[config.mk]
export PLATFORM = sky130hd
export DESIGN_NAME = serial_cmd_dec
export DESIGN_NICKNAME = d
export VERILOG_FILES = /design/src/rtl/serial_cmd_dec.sv
export SDC_FILE = /design/constraint.sdc
export NUM_CORES = 1
export LEC_CHECK = 0
export CORE_ASPECT_RATIO = 1.1
export CORE_MARGIN = 2
export CORE_UTILIZATION = 36
export DETAILED_ROUTE_END_ITERATION = 12
export DONT_BUFFER_PORTS = 1
export GPL_TIMING_DRIVEN = 1
export PLACE_DENSITY = 0.52
export SYNTH_ARGS = -nofsm -noshare
export SYNTH_HDL_FRONTEND = slang
export SYNTH_SLANG_ARGS = --single-unit
export TNS_END_PERCENT = 100
[constraint.sdc]
create_clock -name clk -period 3.7 [get_ports clk]
set_input_delay 1.11 -clock clk [delete_from_list [all_inputs] [get_ports clk]]
set_output_delay 1.11 -clock clk [all_outputs]
set_load 0.01 [all_outputs]
[src/rtl/serial_cmd_dec.sv]
module serial_cmd_dec #(
  parameter int SAMPLE_DIV = 4,
  parameter int NUM_AD     = 6,
  parameter int ADDR_W     = 6
) (
  input  logic                clk,
  input  logic                rst_n,
  input  logic                cs_n,
  input  logic                sclk,
  input  logic                sdin,
  input  logic [NUM_AD*8-1:0] ad_bytes,
  output logic                sdout,
  output logic                sdout_oe,
  output logic                byte_done,
  output logic                ram_we,
  output logic [ADDR_W-1:0]   ram_addr,
  output logic [7:0]          ram_wdata,
  output logic                disp_on,
  output logic [1:0]          digit_cnt,
  output logic [1:0]          duty_sel,
  output logic [3:0]          dig_start,
  output logic                seg_wide,
  output logic [3:0]          port_lo,
  output logic [3:0]          port_hi
);
  localparam int DIV_W  = (SAMPLE_DIV > 1) ? $clog2(SAMPLE_DIV) : 1;
  localparam int SLOT_W = $clog2(NUM_AD + 1);

  logic [DIV_W-1:0]  div_cnt;
  logic [1:0]        cs_s, ck_s, di_s;
  logic              ck_prev, di_prev, ck_f, di_f, ck_f_d;
  logic [2:0]        bit_cnt;
  logic [6:0]        shreg;
  logic [7:0]        tx;
  logic              data_mode;
  logic [SLOT_W-1:0] slot;

  wire tick     = (div_cnt == DIV_W'(SAMPLE_DIV - 1));
  wire act      = ~cs_s[1];
  wire rise     = act & ck_f & ~ck_f_d;
  wire fall     = act & ~ck_f & ck_f_d;
  wire [7:0] byte_in   = {di_f, shreg};
  wire [7:0] slot_byte = (slot < SLOT_W'(NUM_AD)) ? ad_bytes[{slot, 3'b000} +: 8] : 8'h00;

  assign sdout    = tx[0];
  assign sdout_oe = ~cs_n;

  // synchronisers and double-sample filter
  always_ff @(posedge clk or negedge rst_n) begin
    if (!rst_n) begin
      div_cnt <= '0;
      cs_s    <= 2'b11;
      ck_s    <= 2'b11;
      di_s    <= 2'b00;
      ck_prev <= 1'b1;
      di_prev <= 1'b0;
      ck_f    <= 1'b1;
      di_f    <= 1'b0;
      ck_f_d  <= 1'b1;
    end else begin
      div_cnt <= tick ? '0 : div_cnt + DIV_W'(1);
      cs_s    <= {cs_s[0], cs_n};
      ck_s    <= {ck_s[0], sclk};
      di_s    <= {di_s[0], sdin};
      ck_f_d  <= ck_f;
      if (tick) begin
        ck_prev <= ck_s[1];
        di_prev <= di_s[1];
        if (ck_s[1] == ck_prev) ck_f <= ck_s[1];
        if (di_s[1] == di_prev) di_f <= di_s[1];
      end
    end
  end

  always_ff @(posedge clk or negedge rst_n) begin
    if (!rst_n) begin
      bit_cnt   <= '0;
      shreg     <= '0;
      tx        <= '0;
      data_mode <= 1'b0;
      slot      <= '0;
      byte_done <= 1'b0;
      ram_we    <= 1'b0;
      ram_addr  <= '0;
      ram_wdata <= '0;
      disp_on   <= 1'b0;
      digit_cnt <= '0;
      duty_sel  <= '0;
      dig_start <= '0;
      seg_wide  <= 1'b0;
      port_lo   <= '0;
      port_hi   <= '0;
    end else begin
      byte_done <= 1'b0;
      ram_we    <= 1'b0;
      if (!act) begin
        bit_cnt   <= '0;
        shreg     <= '0;
        tx        <= '0;
        data_mode <= 1'b0;
        slot      <= '0;
        ram_addr  <= '0;
      end else begin
        if (ram_we) ram_addr <= ram_addr + ADDR_W'(1);
        if (rise) begin
          shreg   <= byte_in[7:1];
          bit_cnt <= bit_cnt + 3'd1;
          if (bit_cnt == 3'd7) begin
            byte_done <= 1'b1;
            if (data_mode) begin
              ram_we    <= 1'b1;
              ram_wdata <= byte_in;
            end else begin
              case (byte_in[7:5])
                3'b111: begin seg_wide <= byte_in[0]; data_mode <= 1'b1; end
                3'b110: begin
                  disp_on   <= byte_in[4];
                  digit_cnt <= byte_in[3:2];
                  duty_sel  <= byte_in[1:0];
                end
                3'b101: dig_start <= byte_in[3:0];
                3'b100: if (byte_in[4]) port_hi <= byte_in[3:0];
                        else            port_lo <= byte_in[3:0];
                default: ;
              endcase
            end
          end
        end
        if (fall) begin
          if (bit_cnt == 3'd0) begin
            tx <= data_mode ? slot_byte : 8'h00;
            if (data_mode && slot < SLOT_W'(NUM_AD)) slot <= slot + SLOT_W'(1);
          end else begin
            tx <= tx >> 1;
          end
        end
      end
    end
  end

  a_r8_strobe_single: assert property (@(posedge clk) disable iff (!rst_n)
    byte_done |=> !byte_done);
  a_r6_we_on_strobe: assert property (@(posedge clk) disable iff (!rst_n)
    ram_we |-> byte_done);
  a_r6_addr_step: assert property (@(posedge clk) disable iff (!rst_n)
    ram_we |=> (ram_addr == $past(ram_addr) + ADDR_W'(1)) || !act);
  a_r4_filter_agree: assert property (@(posedge clk) disable iff (!rst_n)
    !$stable(ck_f) |-> $past(tick) && (ck_f == $past(ck_prev)));
  a_r2_oe_release: assert property (@(posedge clk) disable iff (!rst_n)
    cs_n |-> !sdout_oe);
endmodule

# Word level (Yosys, flattened, before mapping)
# Cells that the tools add are included.
totals:
  regBits: 69
  inputBits: 53
  output_inout_bits: 36
op_classes:
  add_sub_neg: 4
  magnitude_cmp: 1
  eq_ne: 8
  n_shift: 1
  muxes: 28
  n_bitwise: 10
  n_reduce_logical: 18
op_table:
  columns: ["op", "n"]
  rows:
  - ["48-bit by 7-bit variable part select with 8-bit output", 1]
  - ["8-bit two-way mux", 5]
  - ["3-bit two-way mux", 6]
  - ["3-bit == test, second input constant", 5]
  - ["5-bit AND reduction", 3]
  - ["7-bit two-way mux", 2]
  - ["1-bit two-way mux", 12]
  - ["6-bit two-way mux", 2]
  - ["6-bit AND reduction", 2]
  - ["2-bit nonzero test", 6]
  - ["3-bit by 1-bit adder with 3-bit output, second input constant", 2]
  - ["6-bit by 1-bit adder with 6-bit output, second input constant", 1]
  - ["1-bit inverter", 6]
  - ["2-bit AND reduction", 3]
  - ["1-bit AND", 4]
  - ["4-bit AND reduction", 1]
  - ["3-bit logical NOT", 1]
  - ["3-bit less-than comparator, second input constant", 1]
  - ["3-bit AND reduction", 1]
  - ["2-bit by 1-bit adder with 2-bit output, second input constant", 1]
  - ["1-bit == test", 2]
  - ["2-bit == test, second input constant", 1]
  - ["2-bit two-way mux", 1]
  - ["1-bit logical AND", 1]

# Depth between registers and ports, before layout
# Gate-level depths: netlist (run 1).
logic_depth:
  depth_word: 6
  mapped_depth: 7
  depth_no_buf: 6

# Worst setup path before layout (run 1)
# Ideal clock, no wire load.
synth_path:
  path_kind: "input-to-output"
  startpoint: "in cs_n"
  endpoint: "out sdout_oe"
  t_arrival_ns: 1.181
  setup_slack_ns: 1.409
  cell_stages: 1
  n_path_buf: 0
  cell_sequence: "inv_1"
synth_via:
  elab_chain_len: 1
synth_rtl:
  columns: ["element", "line", "rtl"]
  rows:
  - ["from (decl)", "8", "input logic cs_n,"]
  - ["1-bit inverter", "46", "assign sdout_oe = ~cs_n;"]
  - ["to (decl)", "13", "output logic sdout_oe,"]
# No other way between the ends.

# Worst setup path in the final report (run 1)
# Same ends and word-level chain as after synthesis.

==> results of run 1 <==
## flip-flops by register name (all words and copies together) (netlist names), 3 cells and up
signal,count
slot,3
shreg,7
dig_start,4
ram_addr,6
tx,8
bit_cnt,3
port_lo,4
ram_wdata,8
port_hi,4
## cell families (layout without fill, tap and decap cells)
family / after synthesis / after routing / synth area share, %
buffers and inverters: 20 / 23 / 2.68
AO/OA/AOI/OAI: 34 / 34 / 6.72
AND/OR/NAND/NOR: 92 / 92 / 14.3
XOR/XNOR: 7 / 7 / 1.90
flip-flops: 69 / 69 / 53.9
adder cells (fa/ha/maj): 6 / 6 / 2.33
multiplexers: 52 / 52 / 18.2
## worst max-delay path by stage
stage,slack [ns],end
2_1_floorplan,1.41,sdout_oe
3_3_place_gp,1.40,sdout_oe
3_5_place_dp,1.40,sdout_oe
4_1_cts,1.40,sdout_oe
5_1_grt,1.40,sdout_oe
6_report,1.40,sdout_oe
## cell type report
cell class              count  area, sq um
well taps                 114          143
multi-input cells         191         1400
clock inverters             4         53.8
repair buffers              1         7.51
fillers                   859         5260
inverters                   6         22.5
clock buffers              12          165
flip-flops and latches     69         1740
## layout by cell type (no fill, tap or decap), drive strengths merged
cell type  Yosys  final
and3b          1      1
a22oi          7      7
or3            1      1
nand2b         4      4
clkbuf         5     12
dfrtp         62     62
inv            6      7
nor3b          1      1
and4bb         1      1
bufinv         0      1
or3b           1      1
nand4b         1      1
mux4           1      1
nor2          21     21
ha             6      6
and4b          1      1
nor2b          4      4
a311oi         7      7
clkinvlp       0      2
dfstp          7      7
mux2i         24     24
or2            1      1
o31ai          1      1
o21ai          4      4
xnor2          2      2
nand3          9      9
a21oi         15     15
and2           2      2
nor3           1      1
buf            9      1
mux2          27     27
nand2         39     39
xor2           5      5
nand4          4      4
## metal layers
metal | track usage [%] | wire length (microns) | up-vias
met4 | 6.35 | 113 | 0
met1 | 16.0 | 2710 | 1002
met5 | 0 | 0 | -
met2 | 21.5 | 3060 | 71
met3 | 4.13 | 460 | 12
li1 | - | - | 968
## power breakdown
| group | switching, uW | internal, uW | total [uW] |
|---|---|---|---|
| sequential | 9.25 | 769 | 778 |
| combinational | 26.5 | 17.8 | 44.3 |
| clock | 290 | 369 | 659 |
| total | 326 | 1160 | 1480 |
## metrics by stage
stage / total power (uW) / hold slack, ns / instance area, sq um / cells / setup slack [ns]
after global routing: 1540 / 0.360 / 3530 / 397 / 1.40
after CTS: 1510 / 0.355 / 3530 / 397 / 1.40
after global placement: 836 / 0.334 / 3310 / 381 / 1.40
final: 1480 / 0.351 / 3530 / 397 / 1.40
after detailed placement: 838 / 0.337 / 3310 / 381 / 1.40
after floorplan: 827 / 0.331 / 3220 / 280 / 1.41
==> run metrics, run 1 <==
Syn Area/Cell=11.5 sq um; Max-Cap Viols=0; worst flop-to-flop path startpoint=ck_f; CP max-delay cell=inv_1; crit path from=cs_n; PD cells=420 mW/mm^2; Rel. slew slack=24.0%; hpwl dp=4270 microns; count of cells resized by post-cts repair=0; crit start category=input pin; Primary FF master, synth=dfrtp_1; setup_tns=0 ns; Synth warnings=0; period utilization=62.1%; CTS buffer count=9; CTS tree=done; CTS HTree Levels=3; via count=2053; most common cell in the synthesized netlist=dfrtp_1; largest net degree at the start of global routing=70; cells along the critical path=inv_1; area delta synth->final=9.48%; IO Pins=89; Hold Crit Start=di_s[0]; status=finished, final reports clean; Static Leakage=0.00156 uW; R2R Setup Slk=1.61 ns; Antenna Violating Nets Remaining=0; clk_skew=0.0101 ns; DIE WIDTH=94.2 microns; RePlAce Congestion=0.692; post-synth top area cell=dfrtp_1; Hold Path End=di_s[1]; vias in the first global route=1954; Worst path depth=1; Initial Utilization=36.7%; HP Class=reg2reg; synthesized area=0.00322 sq mm; top cells by area, synth=dfrtp_1 (48%), mux2_2 (7.7%), mux2i_1 (7.5%), dfstp_2 (5.7%), nand2_1 (4.5%); die area=0.00972 sq mm; Max Clock Freq=435 MHz; count of pins over their slew limit=0; CP bufs+invs=1; Hold Vio Cnt, Final=0; Worst path max stage delay=0.08 ns; share of cells above drive strength 1=20.1%; postcts setup bufs=0; fin util=40.1%; via/cell ratio=5.17; synth unique cells=35; crit-path max FO=2; Final Setup Violations=0; clk sinks=69; Final nets=337; CORE AREA=0.00878 sq mm; Seq cells post-synth=69; Total GRT Usage=13.2%; clock-pin slew on the worst setup and hold paths=0.07 ns; r2r endpoint=seg_wide; Worst-Margin Slew=1.14 ns; row cnt=36; Syn Nets=339; CP delay by family, top=buffers and inverters; peak supply drop=0.171 mV; Residual DRC=0; n_diodes=0; drt pass-1 iters=4; EDFF count, synth=0; WP data arrival=1.19 ns; hold buffer count at cts=0; first-pass GRT wire length=9680 microns; antenna violations before repair=0; CTS max path bufs=2; area share of the largest cell type after synthesis=48.2%; I/O Buffers=0; CP Capture Type=output port; worst hold stages=0; sequential share of the synthesized area=53.9%; drt total wl=6350 microns; Cells after Synth=280; top post-synthesis cells by count=dfrtp_1 (62), nand2_1 (39), mux2i_1 (24), mux2_2 (22), nor2_1 (21); Avg WL per Cell=16.0 microns; unrepaired setup endpoints after global routing=no; clk root buf=clkbuf_8; Skew-Pair Late Insertion Delay=0.35 ns; total congestion overflow=0; Crit Path Class=in2out; die extent in y=103 microns; worst-case reg-to-reg path depth=4; 1st-iter DRT viols=60; minimum clock period=2.30 ns; Crit path required time=2.59 ns; async set or reset register ratio after synthesis=100%
Note: power is estimated with default switching activity, not from simulation.
==> inputs of run 2 (changes only) <==
--- a/config.mk
+++ b/config.mk
@@ -11,7 +11,7 @@
 export DETAILED_ROUTE_END_ITERATION = 12
 export DONT_BUFFER_PORTS = 1
 export GPL_TIMING_DRIVEN = 1
-export PLACE_DENSITY = 0.52
+export PLACE_DENSITY = 0.54
 export SYNTH_ARGS = -nofsm -noshare
 export SYNTH_HDL_FRONTEND = slang
 export SYNTH_SLANG_ARGS = --single-unit
==> constraint.sdc (replaced) <==
create_clock -name clk -period 2.02 [get_ports clk]
set_input_delay 0.606 -clock clk [delete_from_list [all_inputs] [get_ports clk]]
set_output_delay 0.606 -clock clk [all_outputs]
set_load 0.01 [all_outputs]
==> run metrics, run 2 (same netlist as run 1, synthesis figures left out) <==
status=finished, violations left (was finished, final reports clean); Initial Utilization=36.7% (unchanged); die extent in y=103 microns (unchanged); clk_skew=0.0108 ns (was 0.0101 ns); unrepaired setup endpoints after global routing=yes (was no); total chip power=2760 uW (was 1480 uW); CORE AREA=0.00878 sq mm (unchanged); met3 Use GR=4.71% (was 4.13%); Crit path required time=2.24 ns (was 2.59 ns); minimum clock period=1.92 ns; crit path from=bit_cnt[0] (was cs_n); share of cells above drive strength 1=21.5% (was 20.1%); GR met1 Demand/Resource=17.0% (was 16.0%); CTS max path bufs=2 (unchanged); WP data arrival=2.15 ns (was 1.19 ns); n_diodes=0 (unchanged); area delta synth->final=11.4% (was 9.48%); Residual DRC=0 (unchanged); setup_tns=0 ns (unchanged); DIE WIDTH=94.2 microns (unchanged); post-layout instance area=0.00359 sq mm (was 0.00353 sq mm); Top Usage Layer GRT=met2 (unchanged); Antenna Violating Nets Remaining=0 (unchanged); Static Leakage=0.00160 uW (was 0.00156 uW); total congestion overflow=0 (unchanged); IO Pins=89 (unchanged); via/cell ratio=5.08 (was 5.17); HP Class=in2async (was reg2reg); Avg WL per Cell=15.5 microns (was 16.0 microns); first-pass GRT wire length=9690 microns (was 9680 microns); 1st-iter DRT viols=73 (was 60); CP Capture Type=flop (was output port); hpwl dp=4240 microns (was 4270 microns); crit-path max FO=4 (was 2); via count=2041 (was 2053); largest registers=ram_wdata x8, tx x8, shreg x7 (unchanged); Reg power frac=51.6% (was 52.5%); largest net degree at the start of global routing=70 (unchanged); die area=0.00972 sq mm (unchanged); antenna violations before repair=0 (unchanged); Max-Cap Viols=0 (unchanged); Skew-Pair Late Insertion Delay=0.34 ns (was 0.35 ns); clk root buf=clkbuf_8 (unchanged); switching pwr=614 uW (was 326 uW); RePlAce Congestion=0.723 (was 0.692); count of pins over their slew limit=0 (unchanged); I/O Buffers=0 (unchanged); row cnt=36 (unchanged); crit start category=flop (was input pin); Max Clock Freq=520 MHz; Switching Fraction=22.2% (was 22.0%); drt total wl=6210 microns (was 6350 microns); commonest cells after routing, fill and taps aside=dfrtp_1 (62), nand2_1 (39), mux2i_1 (24) (unchanged); vias in the first global route=2003 (was 1954); Rel. slew slack=67.4% (was 24.0%); CTS tree=done (unchanged); Post-Place Cell Area=0.00336 sq mm (was 0.00331 sq mm); failing checks=negative hold slack; drt pass-1 iters=4 (unchanged); Min Hold Slack=-0.0519 ns (was 0.351 ns); internal power=2150 uW (was 1160 uW); CTS HTree Levels=3 (unchanged); clock share of power=45.4% (was 44.5%); worst flop-to-flop path startpoint=bit_cnt[0] (was ck_f); Logic pwr share=3.0% (about the same); CTS buffer count=9 (unchanged); Worst-Margin Slew=0.489 ns (was 1.14 ns); global-route met2 utilization=20.1% (was 21.5%); Crit Path Class=reg2reg (was in2out); commonest non-fill, non-tap cell in the layout=dfrtp_1 (unchanged); Hold Vio Cnt, Final=62 (was 0); Total GRT Usage=13.1% (was 13.2%); postcts setup bufs=0 (unchanged); period utilization=95.2%; clock-pin slew on the worst setup and hold paths=0.08 ns (was 0.07 ns); peak supply drop=0.448 mV (was 0.171 mV); fin util=40.8% (was 40.1%); PD cells=770 mW/mm^2 (was 420 mW/mm^2); Final Setup Violations=0 (unchanged); Final nets=342 (was 337); clk sinks=69 (unchanged)
run 2: power by group through the flow:
| stage | Clock (uW) | Combinational, uW | Sequential (uW) |
|---|---|---|---|
| after floorplan | 0 | 68.2 | 1450 |
| after global placement | 0 | 84.1 | 1450 |
| after detailed placement | 0 | 85.4 | 1450 |
| after CTS | 1280 | 84.9 | 1430 |
| after global routing | 1340 | 96.5 | 1430 |
| final | 1250 | 83.8 | 1420 |
run 2: area by class of cell:
cell class / count / area (sq um)
timing repair buffer: 6 / 57.6
inverter: 6 / 22.5
fill: 868 / 5200
clock buffer: 10 / 128
multi-input combinational: 191 / 1410
clock inverter: 6 / 93.8
tap: 114 / 143
sequential: 69 / 1740
run 2: final timing paths:
path	end	slack, ns	cells after the start
max	port_hi[2]	0.1	6
min	ram_addr[2]	-0.05	0
max reg2reg	port_hi[2]	0.1	6
min reg2reg	di_s[1]	0.35	0
max in group asynchronous	cs_s[1]	1.86	0
min in group clk	cs_s[0]	0.25	0
run 2: critical path, stage by stage (launching register included):
cell and delay, ns:
dfrtp_1 0.39, ha_1 0.16, ha_1 0.16, and4bb_4 0.29, nand4b_4 0.15, nor3b_4 0.30, mux2_2 0.36
run 2: repair_timing:
| item | 4_1_cts | 5_1_grt |
|---|---|---|
| endpoints found under the setup margin | 0 | 4 |
| gates resized for setup | 0 | 2 |
| endpoints found under the hold margin | 62 | 62 |
run 2: per-stage QoR:
stage / std cells / setup slack (ns)
floorplan: 280 / 0.202
global placement: 386 / 0.0913
detailed placement: 386 / 0.0476
CTS: 402 / 0.0304
global route: 402 / -0.00645
finish: 402 / 0.0971
run 2: metal layers:
layer | vias to the layer above | share of wire, %
met5 | - | 0
met4 | 0 | 1.1
met3 | 6 | 7.8
met2 | 67 | 46
met1 | 984 | 45
li1 | 984 | -
